===== src/rtl/gpio_port_pkg.sv =====
// Package: shared register select encoding for the GPIO port.
// Assumes a 2-bit select shared by the register bus and bit operations.
package gpio_port_pkg;
    localparam int SEL_W = 2;

    typedef enum logic [SEL_W-1:0] {
        SEL_DIR    = 2'd0,
        SEL_LATCH  = 2'd1,
        SEL_PORT   = 2'd2,
        SEL_UNUSED = 2'd3
    } reg_sel_e;
endpackage


===== src/rtl/gpio_sync.sv =====
// Multi-stage synchronizer for asynchronous pin levels.
// Assumes each bit is independent; no bus coherence is needed.
module gpio_sync #(
    parameter int WIDTH  = 8,
    parameter int STAGES = 2
) (
    input  logic             clk,
    input  logic             rst_n,
    input  logic [WIDTH-1:0] d_async,
    output logic [WIDTH-1:0] q_sync
);
    logic [WIDTH-1:0] stage_q [STAGES];

    generate
        for (genvar s = 0; s < STAGES; s++) begin : g_stage
            if (s == 0) begin : g_first
                // First flop captures the raw pin level
                always_ff @(posedge clk) begin
                    if (!rst_n) stage_q[s] <= '0;
                    else        stage_q[s] <= d_async;
                end
            end else begin : g_rest
                // Later flops let metastability settle
                always_ff @(posedge clk) begin
                    if (!rst_n) stage_q[s] <= '0;
                    else        stage_q[s] <= stage_q[s-1];
                end
            end
        end
    endgenerate

    assign q_sync = stage_q[STAGES-1];
endmodule


===== src/rtl/gpio_regs.sv =====
// Direction register and output latch with write and bit-operation update.
// Assumes a write beats a bit operation aimed at the same storage.
module gpio_regs
    import gpio_port_pkg::*;
#(
    parameter int WIDTH = 8,
    localparam int IDX_W = $clog2(WIDTH)
) (
    input  logic             clk,
    input  logic             rst_n,
    input  logic [SEL_W-1:0] reg_addr,
    input  logic             reg_we,
    input  logic [WIDTH-1:0] reg_wdata,
    input  logic             bit_op,
    input  logic [SEL_W-1:0] bit_addr,
    input  logic [IDX_W-1:0] bit_idx,
    input  logic             bit_set,
    input  logic [WIDTH-1:0] pins_sync,
    output logic [WIDTH-1:0] dir_q,
    output logic [WIDTH-1:0] lat_q
);
    logic [WIDTH-1:0] mask;
    logic [WIDTH-1:0] dir_d;
    logic [WIDTH-1:0] lat_d;
    logic             wr_dir;
    logic             wr_lat;

    // One-hot mask of the selected bit
    assign mask = {{(WIDTH-1){1'b0}}, 1'b1} << bit_idx;

    // Decode which storage a write touches; port view aliases the latch
    assign wr_dir = reg_we && (reg_addr == SEL_DIR);
    assign wr_lat = reg_we && (reg_addr == SEL_LATCH || reg_addr == SEL_PORT);

    // Next direction value: write first, then bit operation
    always_comb begin
        dir_d = dir_q;
        if (wr_dir)
            dir_d = reg_wdata;
        else if (bit_op && bit_addr == SEL_DIR)
            dir_d = bit_set ? (dir_q | mask) : (dir_q & ~mask);
    end

    // Next latch value: write, latch-view bit op, or port-view read-modify-write
    always_comb begin
        lat_d = lat_q;
        if (wr_lat)
            lat_d = reg_wdata;
        else if (bit_op && bit_addr == SEL_LATCH)
            lat_d = bit_set ? (lat_q | mask) : (lat_q & ~mask);
        else if (bit_op && bit_addr == SEL_PORT)
            lat_d = bit_set ? (pins_sync | mask) : (pins_sync & ~mask);
    end

    // Register state; reset makes all pins inputs with a cleared latch
    always_ff @(posedge clk) begin
        if (!rst_n) begin
            dir_q <= '1;
            lat_q <= '0;
        end else begin
            dir_q <= dir_d;
            lat_q <= lat_d;
        end
    end
endmodule


===== src/rtl/gpio_rdmux.sv =====
// Read-data selector for the three register views.
// Assumes the unused select reads as zero.
module gpio_rdmux
    import gpio_port_pkg::*;
#(
    parameter int WIDTH = 8
) (
    input  logic [SEL_W-1:0] rd_addr,
    input  logic [WIDTH-1:0] dir_q,
    input  logic [WIDTH-1:0] lat_q,
    input  logic [WIDTH-1:0] pins_sync,
    output logic [WIDTH-1:0] rd_data
);
    // Pick the view named by the address
    always_comb begin
        case (rd_addr)
            SEL_DIR:   rd_data = dir_q;
            SEL_LATCH: rd_data = lat_q;
            SEL_PORT:  rd_data = pins_sync;
            default:   rd_data = '0;
        endcase
    end
endmodule


===== src/rtl/gpio_port.sv =====
// Top of the GPIO port: synchronizer, register state, read mux, pin drivers.
// Assumes pin_in is asynchronous and reg_rdata is used combinationally.
module gpio_port
    import gpio_port_pkg::*;
#(
    parameter int WIDTH       = 8,
    parameter int SYNC_STAGES = 2,
    localparam int IDX_W      = $clog2(WIDTH)
) (
    input  logic             clk,
    input  logic             rst_n,
    input  logic [1:0]       reg_addr,
    input  logic             reg_we,
    input  logic [WIDTH-1:0] reg_wdata,
    output logic [WIDTH-1:0] reg_rdata,
    input  logic             bit_op,
    input  logic [1:0]       bit_addr,
    input  logic [IDX_W-1:0] bit_idx,
    input  logic             bit_set,
    input  logic [WIDTH-1:0] pin_in,
    output logic [WIDTH-1:0] pin_out,
    output logic [WIDTH-1:0] pin_oe
);
    logic [WIDTH-1:0] pins_sync;
    logic [WIDTH-1:0] dir_q;
    logic [WIDTH-1:0] lat_q;

    gpio_sync #(.WIDTH(WIDTH), .STAGES(SYNC_STAGES)) u_sync (
        .clk     (clk),
        .rst_n   (rst_n),
        .d_async (pin_in),
        .q_sync  (pins_sync)
    );

    gpio_regs #(.WIDTH(WIDTH)) u_regs (
        .clk       (clk),
        .rst_n     (rst_n),
        .reg_addr  (reg_addr),
        .reg_we    (reg_we),
        .reg_wdata (reg_wdata),
        .bit_op    (bit_op),
        .bit_addr  (bit_addr),
        .bit_idx   (bit_idx),
        .bit_set   (bit_set),
        .pins_sync (pins_sync),
        .dir_q     (dir_q),
        .lat_q     (lat_q)
    );

    gpio_rdmux #(.WIDTH(WIDTH)) u_rdmux (
        .rd_addr   (reg_addr),
        .dir_q     (dir_q),
        .lat_q     (lat_q),
        .pins_sync (pins_sync),
        .rd_data   (reg_rdata)
    );

    generate
        for (genvar p = 0; p < WIDTH; p++) begin : g_pin
            // Per-pin driver: latch value out, enable when direction is 0
            assign pin_out[p] = lat_q[p];
            assign pin_oe[p]  = ~dir_q[p];
        end
    endgenerate
endmodule


===== config.mk =====
export PLATFORM = sky130hd
export DESIGN_NAME = gpio_port
export DESIGN_NICKNAME = d
export VERILOG_FILES = /design/src/rtl/gpio_port_pkg.sv /design/src/rtl/gpio_sync.sv /design/src/rtl/gpio_regs.sv /design/src/rtl/gpio_rdmux.sv /design/src/rtl/gpio_port.sv
export SDC_FILE = /design/constraint.sdc
export NUM_CORES = 1
export LEC_CHECK = 0
export ABC_AREA = 0
export BUFFER_PORTS_ARGS = -buffer_cell sky130_fd_sc_hd__buf_2
export CORE_MARGIN = 3
export CORE_UTILIZATION = 29
export DETAILED_ROUTE_END_ITERATION = 10
export PLACE_DENSITY = 0.62
export SLEW_MARGIN = 20
export SYNTH_ARGS = -nofsm -noshare
export SYNTH_HDL_FRONTEND = slang
export SYNTH_SLANG_ARGS = --single-unit

===== constraint.sdc =====
create_clock -name clk -period 1.3 [get_ports clk]
set_clock_uncertainty 0.1 [all_clocks]
set_input_delay 0.065 -clock clk [delete_from_list [all_inputs] [get_ports clk]]
set_output_delay 0.065 -clock clk [all_outputs]
set_load 0.05 [all_outputs]

==> impl_metrics.json, run 1 <==
{
  "min_path_type": "input pin to flip-flop",
  "viasPerCell": 5.09,
  "grt_pass1_vias": 1827,
  "peakVddDrop_v": 0.000584,
  "violations": "setup timing",
  "drt_pre_antenna_iters": 5,
  "setup_viol": 8,
  "drv_cap": 0,
  "synth_edf_count": 0,
  "slowest_stage": "a222oi_1",
  "critPathTopFamily": "compound AO/OA/AOI/OAI gates",
  "final_common_cell": "buf_2",
  "drive_gt1_share_pct": 37.4,
  "cp_max_fo": 2,
  "status": "finished with violations",
  "vias": 1824,
  "rsz0062_at_grt": "true",
  "drt_iter0_drc": 194,
  "cts-buffers-inserted": 5,
  "period_share_pct": 112,
  "synthTopCellsByArea": "dfxtp_1 (37%), and2_1 (6.6%), a21oi_1 (5.2%), a222oi_1 (4.7%), a31oi_1 (4.4%)",
  "drc": 0,
  "layout_common_cells": "buf_2 (43), dfxtp_1 (27), buf_4 (26)",
  "overflow": 0,
  "clk_pin_slew_ns": 0.07,
  "critical_path.max_stage_delay_ns": 0.44,
  "syn-mean-instance-area_um2": 8.55,
  "yosysWarnings": 0,
  "cts_sinks": 32,
  "wl_per_cell_um": 15.1,
  "antenna_found_initial": 0,
  "synth_top_area_share_pct": 37.3,
  "grt_max_degree": 21,
  "syn_to_final_growth_pct": 52.0,
  "arrival_ns": 1.29,
  "io_buffers": 51,
  "die_width_um": 83.0,
  "critPathBufInv": 1,
  "cts_tree": "yes",
  "syn_inst": 201,
  "grt_pass1_wl_um": 8890,
  "clk_path_buf_depth": 2,
  "initial_core_util_pct": 30.6,
  "place_hpwl_um": 3870,
  "hold_violations": 0,
  "pre_cts_ws_ns": -0.289,
  "nFillCells": 560,
  "die_area_um2": 6880,
  "relSlewSlack_pct": 68.9,
  "synth-main-ff-cell": "dfxtp_1",
  "start_kind": "flip-flop",
  "final.setup.tns_ns": -1.02,
  "synth_cell_type_count": 36,
  "p_leak_nw": 1.15,
  "finalPower_mw": 2.87,
  "pin_count": 52,
  "setup_ws_ns": -0.150,
  "drtAntennaViolNets": 0,
  "seq_area_frac_synth_pct": 37.3,
  "finalCoreUtilization_pct": 46.6,
  "gp_congestion": 0.824,
  "die_h_um": 83.0,
  "clk_latency_ns": 0.28,
  "root_buffer": "clkbuf_8",
  "critPathCaptureType": "output pin",
  "routed_wl_um": 5420,
  "required_ns": 1.13,
  "tightest_slew_ns": 0.466,
  "nets": 317,
  "synth.cell_area_um2": 1720,
  "htree_levels": 2,
  "ys_seq_elements": 32,
  "track_usage_pct": 16.1,
  "rows": 27,
  "max_freq_mhz": 690,
  "ys_async_sr_fraction_pct": 0,
  "synth_top_area_cell": "dfxtp_1",
  "syn_nets": 233,
  "power_density_nw_per_um2": 1100,
  "diodes": 0,
  "coreArea_um2": 5610,
  "path_class": "flip-flop to output pin",
  "whs_ns": 0.0752,
  "drv_slew": 0,
  "period_needed_ns": 1.45,
  "crit_chain": "a222oi_1 -> nor2_4 -> buf_8"
}
tightest hold or removal path, stage by stage:
cell     delay [ns]
buf_2          0.18
nand3_1        0.09
a31oi_1        0.07
cell families after synthesis:
logic type | after synthesis | synth area share (%)
flip-flops | 32 | 37.3
multiplexers | 3 | 1.75
AND/OR/NAND/NOR | 69 | 25.6
AO/OA/AOI/OAI | 64 | 25.1
buffers and inverters | 29 | 7.36
adder cells (fa/ha/maj) | 4 | 2.91
through the flow:
| stage | cell area [µm²] | std cells |
|---|---|---|
| floorplan | 1780 | 201 |
| global placement | 2240 | 332 |
| detailed placement | 2240 | 332 |
| CTS | 2610 | 358 |
| global route | 2610 | 358 |
| finish | 2610 | 358 |
Yosys cell counts (2+ instances only):
library cell,instances
a21oi_1,18
a222oi_1,8
a22oi_1,3
a31oi_1,12
and2_1,18
and3b_1,2
buf_1,3
buf_2,5
clkbuf_1,7
dfxtp_1,32
ha_1,4
inv_1,12
mux2i_1,3
nand2_1,5
nand2b_1,4
nand3_1,2
nand3b_1,3
nand4_1,3
nor2_1,12
nor2b_1,4
nor3b_1,9
nor3b_2,3
o211ai_1,5
o21ai_0,8
o21ai_1,2
o311ai_1,3
o41ai_1,2
worst paths after layout:
kind	start	end	slack (ns)	cells after the start
setup reg to reg	flip-flop	flip-flop	0.28	2
setup / recovery	u_sync.stage_q[1][5]$_SDFF_PN0_	reg_rdata[5]	-0.15	3
hold reg to reg	u_sync.stage_q[0][6]$_SDFF_PN0_	u_sync.stage_q[1][6]$_SDFF_PN0_	0.33	1
hold / removal	bit_idx[2]	flip-flop	0.08	3
cell type report:
cell class	instances	area, µm²	area share, %
Multi-Input combinational cell	140	1020	39.0
Inverter	12	45.0	1.72
Sequential cell	32	647	24.8
Tap cell	72	90.1	3.45
Clock buffer	7	96.3	3.69
Clock inverter	1	30.0	1.15
Timing Repair Buffer	94	684	26.2
routing by layer:
layer	up-vias	global-route usage (%)	share of wire [%]	wire [µm]
met5	-	0	0	0
met1	854	21.7	44	2410
li1	904	-	-	-
met2	61	25.1	48	2630
met3	5	3.97	6.3	341
met4	0	4.90	0.70	38
timing repair:
action / 4_1_cts / 5_1_grt
buffers inserted: 2 / 0
pin swaps: 8 / 4
endpoints found under the hold margin: 17 / 0
endpoints found under the setup margin: 8 / 8
resized for setup: 22 / 3
hold buffers: 16 / 0
power by group:
group	switching (mW)	internal, mW	leakage [nW]
registers	0.0353	1.04	0.262
clock network	0.369	0.676	0.0645
logic	0.447	0.300	0.819
No activity file was read; power rests on OpenSTA's default activity.
==> run 2, diff against run 1 <==
- PLACE_DENSITY: 0.62 -> 0.6
- RECOVER_POWER: default -> 100
- clock period: 1.3 -> 1.65 ns (I/O delays scaled with it)
==> run 2 against run 1 <==
Highest routed layer unchanged. Combinational power decreased by 35%. Final area decreased by 13%. Worst setup slack improved by 0.30 ns. Sequential power decreased by 21%. First-iteration DRC count increased by 5.7%. The flow now finishes without violations.
==> impl_metrics.json, run 2 (synthesis results as in run 1) <==
{
  "status": "finished clean",
  "r2r.worst_path.cells": 2,
  "start_kind": "input pin",
  "pin_count": 52,
  "die_area_um2": 6880,
  "period_needed_ns": 1.50,
  "pre_cts_ws_ns": 0.0996,
  "clk_path_buf_depth": 2,
  "cts_sinks": 32,
  "grt_pass1_wl_um": 8650,
  "setup_viol": 0,
  "arrival_ns": 1.32,
  "rrSetupSlack_ns": 0.63,
  "drive_gt1_share_pct": 19.1,
  "rsz0062_at_grt": "false",
  "drv_cap": 0,
  "max_freq_mhz": 665,
  "setup.worst_path.start": "reg_addr[0]",
  "syn_to_final_growth_pct": 32.2,
  "grt_max_degree": 22,
  "whs_ns": 0.0216,
  "clk_pin_slew_ns": 0.06,
  "layout_common_cells": "dfxtp_1 (32), buf_2 (27), clkbuf_1 (22)",
  "drt_iter0_drc": 205,
  "diodes": 0,
  "die_width_um": 83.0,
  "crit_end": "reg_rdata[4]",
  "htree_levels": 2,
  "wl_per_cell_um": 15.6,
  "dp_cells": 316,
  "drt_pre_antenna_iters": 5,
  "coreArea_um2": 5610,
  "cp_max_fo": 9,
  "finalNonFillerCells": 339,
  "power_density_nw_per_um2": 909,
  "cts-buffers-inserted": 5,
  "rows": 27,
  "min_path_type": "input pin to flip-flop",
  "antenna_found_initial": 0,
  "critPathCaptureType": "output pin",
  "clk_latency_ns": 0.27,
  "routed_wl_um": 5270,
  "place_hpwl_um": 3770,
  "post_cts_buffers": 0,
  "io_buffers": 51,
  "viasPerCell": 5.11,
  "track_usage_pct": 15.7,
  "drtAntennaViolNets": 0,
  "period_share_pct": 91.1,
  "setup_ws_ns": 0.147,
  "vias": 1733,
  "grt_pass1_vias": 1706,
  "hold_violations": 0,
  "cts_tree": "yes",
  "overflow": 0,
  "required_ns": 1.47,
  "nets": 298,
  "finalPower_mw": 2.06,
  "final_common_cell": "dfxtp_1",
  "drc": 0,
  "root_buffer": "clkbuf_8",
  "final.setup.tns_ns": 0,
  "initial_core_util_pct": 30.6,
  "path_class": "input pin to output pin",
  "gp_congestion": 0.826,
  "relSlewSlack_pct": 48.9,
  "drv_slew": 0,
  "tightest_slew_ns": 0.766,
  "p_leak_nw": 0.947,
  "die_h_um": 83.0,
  "peakVddDrop_v": 0.000483
}
==> run 2: where the power goes <==
group          switching (mW)  total (mW)  internal (mW)
Combinational           0.328       0.486          0.158
Sequential             0.0280       0.845          0.817
Clock                   0.285       0.733          0.448
==> run 2: timing repair <==
item,4_1_cts,5_1_grt
endpoints found under the hold margin,15,0
hold buffers,15,0
gates resized for setup,0,0
==> run 2: per-layer routing <==
layer | wire length [µm] | global-route usage [%] | vias to the layer above
met4 | 36 | 5.50 | 0
met3 | 611 | 3.57 | 4
li1 | - | - | 869
met1 | 2230 | 21.2 | 765
met2 | 2400 | 24.6 | 95
met5 | 0 | 0 | -
==> run 2: layout make-up <==
class / instances / area (µm²)
clock inverter: 2 / 35.0
clock buffer: 6 / 72.6
tap: 72 / 90.1
multi-input combinational: 140 / 951
fill: 617 / 3340
sequential: 32 / 641
timing repair buffer: 75 / 437
inverter: 12 / 45.0
==> run 2: worst min-delay path by stage <==
stage                       startpoint                         endpoint  cells past startpoint
after global routing      reg_wdata[2]                        flip-flop                      3
after global placement       pin_in[6]  u_sync.stage_q[0][6]$_SDFF_PN0_                      2
final                     reg_wdata[2]                        flip-flop                      3
after CTS                 reg_wdata[2]                        flip-flop                      3
after floorplan              pin_in[0]  u_sync.stage_q[0][0]$_SDFF_PN0_                      1
after detailed placement     pin_in[2]  u_sync.stage_q[0][2]$_SDFF_PN0_                      2
==> run 2: critical path, cell delays in order <==
cell and delay [ns]:
buf_2 0.10, inv_1 0.05, ha_1 0.34, a222oi_1 0.41
nor2_1 0.08, clkbuf_2 0.25
==> run 2: through the flow <==
step / util, % / area [µm²]
after floorplan: - / 1720
after global placement: 36.5 / 2050
after detailed placement: 36.5 / 2050
after CTS: 41.1 / 2310
after global routing: 40.5 / 2270
final: 40.5 / 2270
==> run 3, diff against run 2 <==
- CAP_MARGIN: default -> 20
- SYNTH_HIERARCHICAL: default -> 1
==> run 3 against run 2 <==
Count of clock-buffer cells in the layout increased by 1. Synthesized area decreased by 3.0%. Routed wire length decreased by 9.0%. Worst setup slack improved by 0.070 ns. Sequential power about the same. First-iteration DRC count decreased by 47%. Power decreased by 4.9%. Critical path type is now flip-flop to output pin. Critical endpoint unchanged.
==> impl_metrics.json, run 3 <==
{
  "grt_max_degree": 25,
  "synth-main-ff-cell": "dfxtp_1",
  "yosysMostFrequentCell": "dfxtp_1",
  "period_share_pct": 86.8,
  "tightest_slew_ns": 0.605,
  "r2r-start": "u_sync/stage_q[1][2]$_SDFF_PN0_",
  "clk_path_buf_depth": 2,
  "synth_commonest_cells": "dfxtp_1 (32), and2_2 (12), inv_1 (11)",
  "drv_cap": 0,
  "coreArea_um2": 5340,
  "cts_sinks": 32,
  "dp_cells": 289,
  "io_buffers": 51,
  "grtUsageMet2_pct": 22.9,
  "status": "finished clean",
  "die_h_um": 81.8,
  "finalPower_mw": 1.96,
  "wl_per_cell_um": 15.4,
  "synth_top_area_cell": "dfxtp_1",
  "r2r.worst_path.cells": 3,
  "overflow": 0,
  "whs_ns": 0.205,
  "grt_pass1_vias": 1582,
  "min_path_type": "input pin to flip-flop",
  "die_width_um": 81.8,
  "nFillCells": 558,
  "drive_gt1_share_pct": 25.6,
  "final_common_cell": "dfxtp_1",
  "synth_edf_count": 0,
  "cts-buffers-inserted": 5,
  "critPathCaptureType": "output pin",
  "synth_top_area_share_pct": 38.4,
  "relSlewSlack_pct": 59.9,
  "gp_congestion": 0.864,
  "rsz0062_at_grt": "false",
  "clk_latency_ns": 0.28,
  "ys_seq_elements": 32,
  "root_buffer": "clkbuf_8",
  "synthTopCellsByArea": "dfxtp_1 (38%), mux2i_1 (5.4%), and2_2 (5.4%), o2bb2ai_1 (4.2%), o22a_1 (3.7%)",
  "nets": 271,
  "pin_count": 52,
  "viasPerCell": 5.03,
  "initial_core_util_pct": 31.2,
  "grt_util_met3_pct": 3.51,
  "diodes": 0,
  "antenna_found_initial": 0,
  "post_cts_buffers": 0,
  "hold_violations": 0,
  "syn_nets": 202,
  "arrival_ns": 1.25,
  "seq_area_frac_synth_pct": 38.4,
  "start_kind": "flip-flop",
  "syn_inst": 173,
  "max_freq_mhz": 698,
  "multi_input_area_um2": 900,
  "finalNonFillerCells": 312,
  "synth_cell_type_count": 36,
  "track_usage_pct": 16.0,
  "grt_pass1_wl_um": 7970,
  "path_class": "flip-flop to output pin",
  "cts_resized": 0,
  "crit_end": "reg_rdata[4]",
  "drtAntennaViolNets": 0,
  "routed_wl_um": 4800,
  "grt-busiest-layer": "met1",
  "cts_tree": "yes",
  "synth.cell_area_um2": 1670,
  "die_area_um2": 6690,
  "vias": 1570,
  "ctsHoldBuffers": 16,
  "power_density_nw_per_um2": 892,
  "pre_cts_ws_ns": 0.139,
  "period_needed_ns": 1.43,
  "grtUsageMet1_pct": 23.1,
  "setup_viol": 0,
  "htree_levels": 2,
  "drt_pre_antenna_iters": 4,
  "layout_common_cells": "dfxtp_1 (32), buf_2 (26), clkbuf_1 (21)",
  "drc": 0,
  "rrSetupSlack_ns": 0.54,
  "place_hpwl_um": 3410,
  "syn_to_final_growth_pct": 32.0,
  "drv_slew": 0,
  "cp_max_fo": 3,
  "setup_ws_ns": 0.217,
  "drt_iter0_drc": 108,
  "final.setup.tns_ns": 0,
  "ys_async_sr_fraction_pct": 0,
  "yosysWarnings": 6,
  "clk_pin_slew_ns": 0.06,
  "syn-mean-instance-area_um2": 9.63,
  "rows": 26,
  "regArea_um2": 641,
  "peakVddDrop_v": 0.000469,
  "required_ns": 1.47,
  "p_leak_nw": 0.970
}
run 3: worst min path at each step:
stage                       startpoint                              end  slack [ns]  cells after the start
after floorplan           reg_wdata[6]                        flip-flop        0.11                      1
final                           reg_we                        flip-flop        0.20                      5
after global routing             rst_n                        flip-flop        0.23                      3
after CTS                       reg_we                        flip-flop        0.19                      5
after detailed placement     pin_in[5]  u_sync/stage_q[0][5]$_SDFF_PN0_        0.20                      2
after global placement       pin_in[1]  u_sync/stage_q[0][1]$_SDFF_PN0_        0.20                      2
run 3: cell families after synthesis:
kind of cell | after synthesis | synth area share [%]
fa+ha+maj | 1 | 0.751
flops | 32 | 38.4
compound gates | 59 | 27.3
simple gates | 45 | 17.9
xor+xnor | 1 | 0.526
buf+inv | 23 | 7.43
mux | 12 | 7.66
run 3: critical path: stages (launching register included):
cell	delay (ns)
dfxtp_1	0.37
mux2i_1	0.08
o2bb2ai_1	0.21
clkbuf_2	0.31
run 3: metal layers:
metal / up-vias / part of all wire (%)
met4: 0 / 1.2
li1: 783 / -
met2: 70 / 43
met5: - / 0
met1: 713 / 46
met3: 4 / 9.4
run 3: area by class of cell:
class,instances,area share [%]
tap,70,3.98
clock buffer,7,4.38
sequential,32,29.1
inverter,11,1.88
timing repair buffer,74,19.7
multi-input combinational,118,40.9
run 3: through the flow:
step	area (µm²)	util, %
3_3_place_gp	1980	37.1
6_report	2200	41.2
5_1_grt	2200	41.2
4_1_cts	2240	41.9
3_5_place_dp	1980	37.1
2_1_floorplan	1670	-
run 3: power by group:
group	switching (mW)	total, mW	internal, mW
Sequential	0.0263	0.843	0.817
Clock	0.273	0.644	0.371
Combinational	0.312	0.475	0.163
